==> src/rtl/i2cm_pkg.sv <==
package i2cm_pkg;

    // host word addresses
    localparam logic [1:0] RA_STAT = 2'd0;
    localparam logic [1:0] RA_ARG  = 2'd1;
    localparam logic [1:0] RA_CMD  = 2'd2;
    localparam logic [1:0] RA_RES  = 2'd3;

    // command opcodes (upper byte of the command word)
    localparam logic [7:0] OP_WRITE = 8'hC4;
    localparam logic [7:0] OP_READ  = 8'hC0;

    // status bit positions
    localparam int SB_BUSY = 12;
    localparam int SB_ERR  = 13;
    localparam int SB_DONE = 14;

    typedef enum logic [3:0] {
        ST_IDLE, ST_START, ST_TX, ST_ACK, ST_RSTART,
        ST_RX, ST_MNACK, ST_STOP, ST_FREE
    } bus_st_e;

    typedef struct packed {
        bus_st_e     st;
        logic [1:0]  ph;
        logic [2:0]  bitn;
        logic [1:0]  step;
        logic        rd;
        logic [6:0]  saddr;
        logic [7:0]  idx;
        logic [7:0]  wdat;
        logic [7:0]  sh;
        logic        nack;
        logic        scl_low;
        logic        sda_low;
    } eng_s;

    typedef struct packed {
        logic [15:0] arg;
        logic [7:0]  res;
        logic        done;
        logic        err;
    } regs_s;

endpackage

==> src/rtl/i2cm_qtick.sv <==
module i2cm_qtick #(
    parameter int QDIV = 250
) (
    input  logic clk,
    input  logic rst_n,
    input  logic run,
    output logic tick
);
    localparam int CW = (QDIV > 1) ? $clog2(QDIV) : 1;
    localparam logic [CW-1:0] LAST = CW'(QDIV - 1);

    logic [CW-1:0] cnt_d, cnt_q;

    always_comb begin
        tick  = run && (cnt_q == LAST);
        cnt_d = (!run || tick) ? '0 : cnt_q + CW'(1);
    end

    always_ff @(posedge clk or negedge rst_n) begin
        if (!rst_n) cnt_q <= '0;
        else        cnt_q <= cnt_d;
    end
endmodule

==> src/rtl/i2cm_engine.sv <==
module i2cm_engine
    import i2cm_pkg::*;
(
    input  logic       clk,
    input  logic       rst_n,
    input  logic       go,
    input  logic       go_rd,
    input  logic [6:0] go_saddr,
    input  logic [7:0] go_idx,
    input  logic [7:0] go_wdat,
    input  logic       tick,
    input  logic       sda_in,
    output logic       busy,
    output logic       scl_oe,
    output logic       sda_oe,
    output logic       ev_rdone,
    output logic       ev_nack,
    output logic [7:0] rx_byte
);
    eng_s d, q;

    always_comb begin
        d        = q;
        ev_rdone = 1'b0;
        ev_nack  = 1'b0;
        if (q.st == ST_IDLE) begin
            if (go) begin
                d.st    = ST_START;
                d.ph    = 2'd0;
                d.bitn  = 3'd0;
                d.step  = 2'd0;
                d.rd    = go_rd;
                d.saddr = go_saddr;
                d.idx   = go_idx;
                d.wdat  = go_wdat;
                d.sh    = {go_saddr, 1'b0};
                d.nack  = 1'b0;
            end
        end else if (tick) begin
            d.ph = q.ph + 2'd1;
            // quarter 1 -> 2 is the SCL rising edge: sample SDA here
            if (q.ph == 2'd1) begin
                if (q.st == ST_ACK) d.nack = sda_in;
                if (q.st == ST_RX)  d.sh   = {q.sh[6:0], sda_in};
            end
            if (q.ph == 2'd3) begin
                case (q.st)
                    ST_START: begin
                        d.st   = ST_TX;
                        d.bitn = 3'd0;
                    end
                    ST_TX: begin
                        if (q.bitn == 3'd7) begin
                            d.st = ST_ACK;
                        end else begin
                            d.bitn = q.bitn + 3'd1;
                            d.sh   = {q.sh[6:0], 1'b0};
                        end
                    end
                    ST_ACK: begin
                        d.bitn = 3'd0;
                        if (q.nack) begin
                            d.st = ST_STOP;
                        end else begin
                            case (q.step)
                                2'd0: begin
                                    d.st   = ST_TX;
                                    d.sh   = q.idx;
                                    d.step = 2'd1;
                                end
                                2'd1: begin
                                    if (q.rd) begin
                                        d.st = ST_RSTART;
                                    end else begin
                                        d.st   = ST_TX;
                                        d.sh   = q.wdat;
                                        d.step = 2'd2;
                                    end
                                end
                                default: d.st = q.rd ? ST_RX : ST_STOP;
                            endcase
                        end
                    end
                    ST_RSTART: begin
                        d.st   = ST_START;
                        d.sh   = {q.saddr, 1'b1};
                        d.step = 2'd2;
                    end
                    ST_RX: begin
                        if (q.bitn == 3'd7) d.st = ST_MNACK;
                        else                d.bitn = q.bitn + 3'd1;
                    end
                    ST_MNACK: d.st = ST_STOP;
                    ST_STOP:  d.st = ST_FREE;
                    ST_FREE: begin
                        d.st     = ST_IDLE;
                        ev_nack  = q.nack;
                        ev_rdone = q.rd && !q.nack;
                    end
                    default: d.st = ST_IDLE;
                endcase
            end
        end

        // line control for the state and quarter being entered
        case (d.st)
            ST_IDLE, ST_FREE: begin
                d.scl_low = 1'b0;
                d.sda_low = 1'b0;
            end
            ST_START: begin
                d.scl_low = 1'b0;
                d.sda_low = d.ph[1];
            end
            ST_STOP: begin
                d.scl_low = !d.ph[1];
                if (d.ph == 2'd1) d.sda_low = 1'b1;
            end
            ST_TX: begin
                d.scl_low = !d.ph[1];
                if (d.ph == 2'd1) d.sda_low = !d.sh[7];
            end
            default: begin
                d.scl_low = !d.ph[1];
                if (d.ph == 2'd1) d.sda_low = 1'b0;
            end
        endcase
    end

    always_ff @(posedge clk or negedge rst_n) begin
        if (!rst_n) begin
            q <= '0;
        end else begin
            q <= d;
        end
    end

    assign busy    = (q.st != ST_IDLE);
    assign scl_oe  = q.scl_low;
    assign sda_oe  = q.sda_low;
    assign rx_byte = q.sh;
endmodule

==> src/rtl/i2cm_regs.sv <==
module i2cm_regs
    import i2cm_pkg::*;
(
    input  logic        clk,
    input  logic        rst_n,
    input  logic        wr,
    input  logic [1:0]  wr_addr,
    input  logic [15:0] wdata,
    input  logic [1:0]  rd_addr,
    output logic [15:0] rdata,
    input  logic        busy,
    input  logic        ev_rdone,
    input  logic        ev_nack,
    input  logic [7:0]  rx_byte,
    output logic        go,
    output logic        go_rd,
    output logic [6:0]  go_saddr,
    output logic [7:0]  go_idx,
    output logic [7:0]  go_wdat,
    output logic        done_flag,
    output logic        err_flag
);
    regs_s d, q;
    logic  cmd_wr, op_ok;

    always_comb begin
        cmd_wr   = wr && (wr_addr == RA_CMD);
        op_ok    = (wdata[15:8] == OP_WRITE) || (wdata[15:8] == OP_READ);
        go       = cmd_wr && op_ok && !busy;
        go_rd    = (wdata[15:8] == OP_READ);
        go_saddr = wdata[7:1];
        go_idx   = q.arg[7:0];
        go_wdat  = q.arg[15:8];

        d = q;
        if (wr && (wr_addr == RA_ARG)) d.arg = wdata;
        if (wr && (wr_addr == RA_STAT)) begin
            if (wdata[SB_DONE]) d.done = 1'b0;
            if (wdata[SB_ERR])  d.err  = 1'b0;
        end
        if (ev_rdone) begin
            d.done = 1'b1;
            d.res  = rx_byte;
        end
        if (ev_nack) d.err = 1'b1;

        rdata = '0;
        case (rd_addr)
            RA_STAT: begin
                rdata[SB_BUSY] = busy;
                rdata[SB_ERR]  = q.err;
                rdata[SB_DONE] = q.done;
            end
            RA_ARG:  rdata = q.arg;
            RA_RES:  rdata = {q.res, 8'h00};
            default: rdata = '0;
        endcase
    end

    always_ff @(posedge clk or negedge rst_n) begin
        if (!rst_n) q <= '0;
        else        q <= d;
    end

    assign done_flag = q.done;
    assign err_flag  = q.err;
endmodule

==> src/rtl/i2c_mbox_master.sv <==
module i2c_mbox_master #(
    parameter int CLK_HZ = 100_000_000,
    parameter int SCL_HZ = 100_000
) (
    input  logic        clk,
    input  logic        rst_n,
    input  logic        reg_wr,
    input  logic [1:0]  reg_wr_addr,
    input  logic [15:0] reg_wdata,
    input  logic [1:0]  reg_rd_addr,
    output logic [15:0] reg_rdata,
    output logic        scl_oe,
    output logic        sda_oe,
    input  logic        sda_in
);
    localparam int QRAW = CLK_HZ / (4 * SCL_HZ);
    localparam int QDIV = (QRAW > 0) ? QRAW : 1;

    logic       eng_busy, qtick;
    logic       go, go_rd;
    logic [6:0] go_saddr;
    logic [7:0] go_idx, go_wdat, rx_byte;
    logic       ev_rdone, ev_nack;
    logic       done_flag, err_flag;

    i2cm_qtick #(.QDIV(QDIV)) u_tick (
        .clk   (clk),
        .rst_n (rst_n),
        .run   (eng_busy),
        .tick  (qtick)
    );

    i2cm_regs u_regs (
        .clk       (clk),
        .rst_n     (rst_n),
        .wr        (reg_wr),
        .wr_addr   (reg_wr_addr),
        .wdata     (reg_wdata),
        .rd_addr   (reg_rd_addr),
        .rdata     (reg_rdata),
        .busy      (eng_busy),
        .ev_rdone  (ev_rdone),
        .ev_nack   (ev_nack),
        .rx_byte   (rx_byte),
        .go        (go),
        .go_rd     (go_rd),
        .go_saddr  (go_saddr),
        .go_idx    (go_idx),
        .go_wdat   (go_wdat),
        .done_flag (done_flag),
        .err_flag  (err_flag)
    );

    i2cm_engine u_eng (
        .clk      (clk),
        .rst_n    (rst_n),
        .go       (go),
        .go_rd    (go_rd),
        .go_saddr (go_saddr),
        .go_idx   (go_idx),
        .go_wdat  (go_wdat),
        .tick     (qtick),
        .sda_in   (sda_in),
        .busy     (eng_busy),
        .scl_oe   (scl_oe),
        .sda_oe   (sda_oe),
        .ev_rdone (ev_rdone),
        .ev_nack  (ev_nack),
        .rx_byte  (rx_byte)
    );
endmodule

==> config.mk <==
export PLATFORM = sky130hd
export DESIGN_NAME = i2c_mbox_master
export DESIGN_NICKNAME = d
export VERILOG_FILES = /design/src/rtl/i2cm_pkg.sv /design/src/rtl/i2cm_qtick.sv /design/src/rtl/i2cm_engine.sv /design/src/rtl/i2cm_regs.sv /design/src/rtl/i2c_mbox_master.sv
export SDC_FILE = /design/constraint.sdc
export NUM_CORES = 1
export LEC_CHECK = 0
export CAP_MARGIN = 20
export CORE_MARGIN = 2
export CORE_UTILIZATION = 25
export DETAILED_ROUTE_END_ITERATION = 16
export PLACE_DENSITY = 0.46
export SETUP_SLACK_MARGIN = 0.2
export SLEW_MARGIN = 0
export SYNTH_ARGS = -nofsm -noshare
export SYNTH_HDL_FRONTEND = slang
export SYNTH_HIERARCHICAL = 1
export SYNTH_SLANG_ARGS = --single-unit
==> constraint.sdc <==
create_clock -name clk -period 3.9 [get_ports clk]
set_input_delay 0.975 -clock clk [delete_from_list [all_inputs] [get_ports clk]]
set_output_delay 0.975 -clock clk [all_outputs]
set_load 0.01 [all_outputs]
==> impl_metrics.tcl <==
set metrics [dict create \
    run_status "finished, final reports clean" \
    fp.dieArea_um2 20740 \
    vias_in_the_first_global_route 3945 \
    cts-buffers-inserted 9 \
    fin_hold_ws_ps 474.6 \
    detail_route.first_pass.iterations 5 \
    worstHoldPathType "reg2reg" \
    final.period_utilization_pct 87.64 \
    holdPathStages 2 \
    chipHeight_um 144.0 \
    clk_transition_reported_paths_ps 70 \
    rr_worst_depth 10 \
    antenna_cells 0 \
    combPwrFrac_pct 8.4 \
    io_buffers 41 \
    syn-cell-area_um2 4901 \
    routed_wl_um 13320 \
    post_cts_buffers 0 \
    r2r_start "u_eng/q[42]$_DFF_PN0_" \
    power.share.sequential_pct 47.2 \
    clk-insertion-delay-late_ps 350 \
    synthArstFlopShare_pct 100.0 \
    dominantRegCellSynth "sky130_fd_sc_hd__dfrtp_1" \
    maximum_number_of_pins_on_one_net_before_global_route_repair 52 \
    timing.critical_path.cells "clkdlybuf4s50_1, nor2b_1, buf_4, and2_1, clkdlybuf4s50_1" \
    holdBufCountCts 0 \
    tritoncts_sinks 80 \
    critical_path_arrival_ps 2440 \
    drt-wirelength-per-cell_um 16.51 \
    p_sw_uw 435.4 \
    grt_first_pass_wirelength_um 21460 \
    maxSlewHeadroom_pct 50.04 \
    static-leakage-power_uw 0.002437 \
    filler_cell_count 2027 \
    power.share.switching_pct 23.09 \
    grt_antenna_before_repair 0 \
    detailedRoute.firstIterationViolations 341 \
    max_stage_delay_ps 540 \
    dpl.hpwl_um 9682 \
    final_nets 568 \
    reg2reg_slack_ps 980 \
    cts_buffer_depth 2 \
    synth_enable_flop_cells 0 \
    netlist-cell-type-count 72 \
    global_route.overflow_total 0 \
    route.vias.total 3905 \
    post-route-drc-count 0 \
    criticalPathCategory "in2out" \
    synthesized_flop_and_latch_total 80 \
    synth_warn 6 \
    rows 51 \
    yosysSeqAreaShare_pct 40.85 \
    min_period_ps 3418 \
    final-max-slew-violation-count 0 \
    worstSetupStartpoint "reg_rd_addr[0]" \
    max_freq_ghz 0.2926 \
    reg2reg_to "u_eng/sda_oe$_DFFE_PN0P_" \
    worst-path-max-fanout 8 \
    peakVddDrop_v 0.0002007 \
    route.antenna.remaining_nets 0 \
    floorplan.initialDensity_pct 25.35 \
    end_kind "output port" \
    route.detailed.vias_per_inst 4.839 \
    timing_worst_slew_pin_value_ps 747.8 \
    power.density_nw_per_um2 330.3 \
    synthesis.instances 526 \
    timing.critical_path.required_ps 2920 \
    cts_tree "done" \
    die_x_um 144.0 \
    final.setup.tns_ps 0 \
    max_cap_viol_count 0 \
    grt_util_all_layers_pct 13.50 \
    setup.worst_path.end "reg_rdata[3]" \
    timing.critical_path.slowest_stage_cell "sky130_fd_sc_hd__clkdlybuf4s50_1" \
    finalHoldViolCount 0 \
    power_frac_clock_pct 44.4 \
    area.growth.synth_to_final_pct 16.47 \
    placeableCoreArea_um2 19330 \
    p_int_uw 1450 \
    skew_ps 8.409 \
    io-pin-count 42 \
    post_cts_resize_count 0 \
    synth_area_per_cell_um2 9.317 \
    clock_h_tree_levels 3 \
    cp-start-kind "input port" \
    worst_path_most_repeated_cell "sky130_fd_sc_hd__clkdlybuf4s50_1" \
    cts_root_buffer "sky130_fd_sc_hd__clkbuf_16" \
    setup_violations 0 \
    drive_above_1_share_pct 13.10 \
    grt_setup_unrepaired "no" \
    gp_congestion 0.8378 \
    mapped_nets 556 \
]
[cell usage in the layout (no fill, tap or decap), types with 4 or more instances in the layout]
| cell | count |
|---|---|
| sky130_fd_sc_hd__nand2_1 | 99 |
| sky130_fd_sc_hd__dfrtp_1 | 80 |
| sky130_fd_sc_hd__clkdlybuf4s50_1 | 39 |
| sky130_fd_sc_hd__nor2_1 | 23 |
| sky130_fd_sc_hd__buf_4 | 19 |
| sky130_fd_sc_hd__o21ai_0 | 19 |
| sky130_fd_sc_hd__nand3_1 | 18 |
| sky130_fd_sc_hd__o211ai_1 | 16 |
| sky130_fd_sc_hd__mux2i_1 | 16 |
| sky130_fd_sc_hd__mux2_2 | 14 |
| sky130_fd_sc_hd__a21oi_1 | 12 |
| sky130_fd_sc_hd__o21ai_1 | 12 |
| sky130_fd_sc_hd__inv_1 | 12 |
| sky130_fd_sc_hd__and2_1 | 10 |
| sky130_fd_sc_hd__a31oi_1 | 10 |
| sky130_fd_sc_hd__mux2_4 | 10 |
| sky130_fd_sc_hd__clkbuf_16 | 9 |
| sky130_fd_sc_hd__nor2b_1 | 9 |
| sky130_fd_sc_hd__nand2b_1 | 8 |
| sky130_fd_sc_hd__a311oi_1 | 8 |
| sky130_fd_sc_hd__a211o_1 | 7 |
| sky130_fd_sc_hd__nand4bb_1 | 6 |
| sky130_fd_sc_hd__ha_1 | 6 |
| sky130_fd_sc_hd__nor3_1 | 5 |
| sky130_fd_sc_hd__and3_1 | 4 |
[worst min path at each step]
stage / from / to
2_1_floorplan: u_eng/q[27]$_DFFE_PN0P_ / u_eng/q[27]$_DFFE_PN0P_
3_3_place_gp: u_eng/q[28]$_DFFE_PN0P_ / u_eng/q[28]$_DFFE_PN0P_
3_5_place_dp: u_eng/q[28]$_DFFE_PN0P_ / u_eng/q[28]$_DFFE_PN0P_
4_1_cts: u_eng/q[28]$_DFFE_PN0P_ / u_eng/q[28]$_DFFE_PN0P_
5_1_grt: u_regs/done_flag$_DFFE_PN0P_ / u_regs/done_flag$_DFFE_PN0P_
6_report: u_eng/q[28]$_DFFE_PN0P_ / u_eng/q[28]$_DFFE_PN0P_
[logic make-up after synthesis]
family / synth area share [%]
AND/OR/NAND/NOR: 20.93
adder cells (fa/ha/maj): 1.532
multiplexers: 9.778
flip-flops: 40.85
AO/OA/AOI/OAI: 17.82
XOR/XNOR: 0.7150
buffers and inverters: 8.373
[worst max-delay path, delay by kind of cell]
| family | cells | cell delay [ps] |
|---|---|---|
| buf+inv | 3 | 1190 |
| simple gates | 2 | 290 |
[layer usage]
metal  up-vias  routed length [um]  global-route usage (%)
met2        98                6244                   21.30
li1       1877                   -                       -
met5         -                   0                       0
met1      1912                6349                   18.26
met3        18                 451                   2.020
met4         0                 277                   6.244
[through the flow]
stage	power, uW	cells	utilization [%]	setup WS, ps	area, um^2
after floorplan	1021	526	-	982.6	4901
after global placement	1064	792	28.02	333.6	5418
after detailed placement	1067	792	28.02	280.9	5418
after CTS	1917	807	29.51	269.5	5705
after global routing	1971	807	29.52	393.5	5708
final	1885	807	29.52	482.0	5708
[area by class of cell]
type	count	area, um^2	share of cell area (%)
repair buffers	59	545.5	9.557
well taps	265	331.6	5.809
clock inverters	5	58.81	1.030
clock buffers	10	229.0	4.011
multi-input cells	374	2489	43.60
inverters	14	52.55	0.9206
flip-flops and latches	80	2002	35.07
[synthesized netlist by cell type, types with 4 or more instances]
master | instances | area (um^2)
sky130_fd_sc_hd__dfrtp_1 | 80 | 2002
sky130_fd_sc_hd__o21ai_1 | 12 | 60.06
sky130_fd_sc_hd__mux2_4 | 10 | 150.1
sky130_fd_sc_hd__inv_1 | 12 | 45.04
sky130_fd_sc_hd__nand3_1 | 18 | 90.09
sky130_fd_sc_hd__a21oi_1 | 12 | 60.06
sky130_fd_sc_hd__nand2b_1 | 8 | 50.05
sky130_fd_sc_hd__nor2_1 | 23 | 86.33
sky130_fd_sc_hd__nand2_1 | 99 | 371.6
sky130_fd_sc_hd__ha_1 | 6 | 75.07
sky130_fd_sc_hd__and2_1 | 10 | 62.56
sky130_fd_sc_hd__nor2b_1 | 9 | 56.30
sky130_fd_sc_hd__a31oi_1 | 10 | 62.56
sky130_fd_sc_hd__clkbuf_1 | 15 | 56.30
sky130_fd_sc_hd__nand4bb_1 | 6 | 67.56
sky130_fd_sc_hd__o211ai_1 | 16 | 120.1
sky130_fd_sc_hd__mux2_2 | 14 | 157.7
sky130_fd_sc_hd__nor3_1 | 5 | 25.02
sky130_fd_sc_hd__mux2i_1 | 16 | 160.2
sky130_fd_sc_hd__a211o_1 | 7 | 61.31
sky130_fd_sc_hd__o21ai_0 | 19 | 95.09
sky130_fd_sc_hd__buf_2 | 7 | 35.03
sky130_fd_sc_hd__buf_4 | 31 | 232.7
sky130_fd_sc_hd__and3_1 | 4 | 25.02
sky130_fd_sc_hd__a311oi_1 | 8 | 70.07
[power groups by stage]
stage	Sequential (uW)	Clock (uW)	Combinational, uW
after global routing	894	905	172
after global placement	906	0	158
final	890	837	159
after floorplan	895	0	126
after CTS	890	864	163
after detailed placement	905	0	162
[flip-flops by register name (all words and copies together), names as in the netlist]
name              cells
u_tick/cnt_q          8
u_regs/done_flag      1
u_eng/sda_oe          1
u_eng/scl_oe          1
u_eng/q              36
u_regs/go_idx         8
u_eng/rx_byte         8
u_regs/go_wdat        8
u_regs/q              8
u_regs/err_flag       1
(Power assumes the default switching activity.)
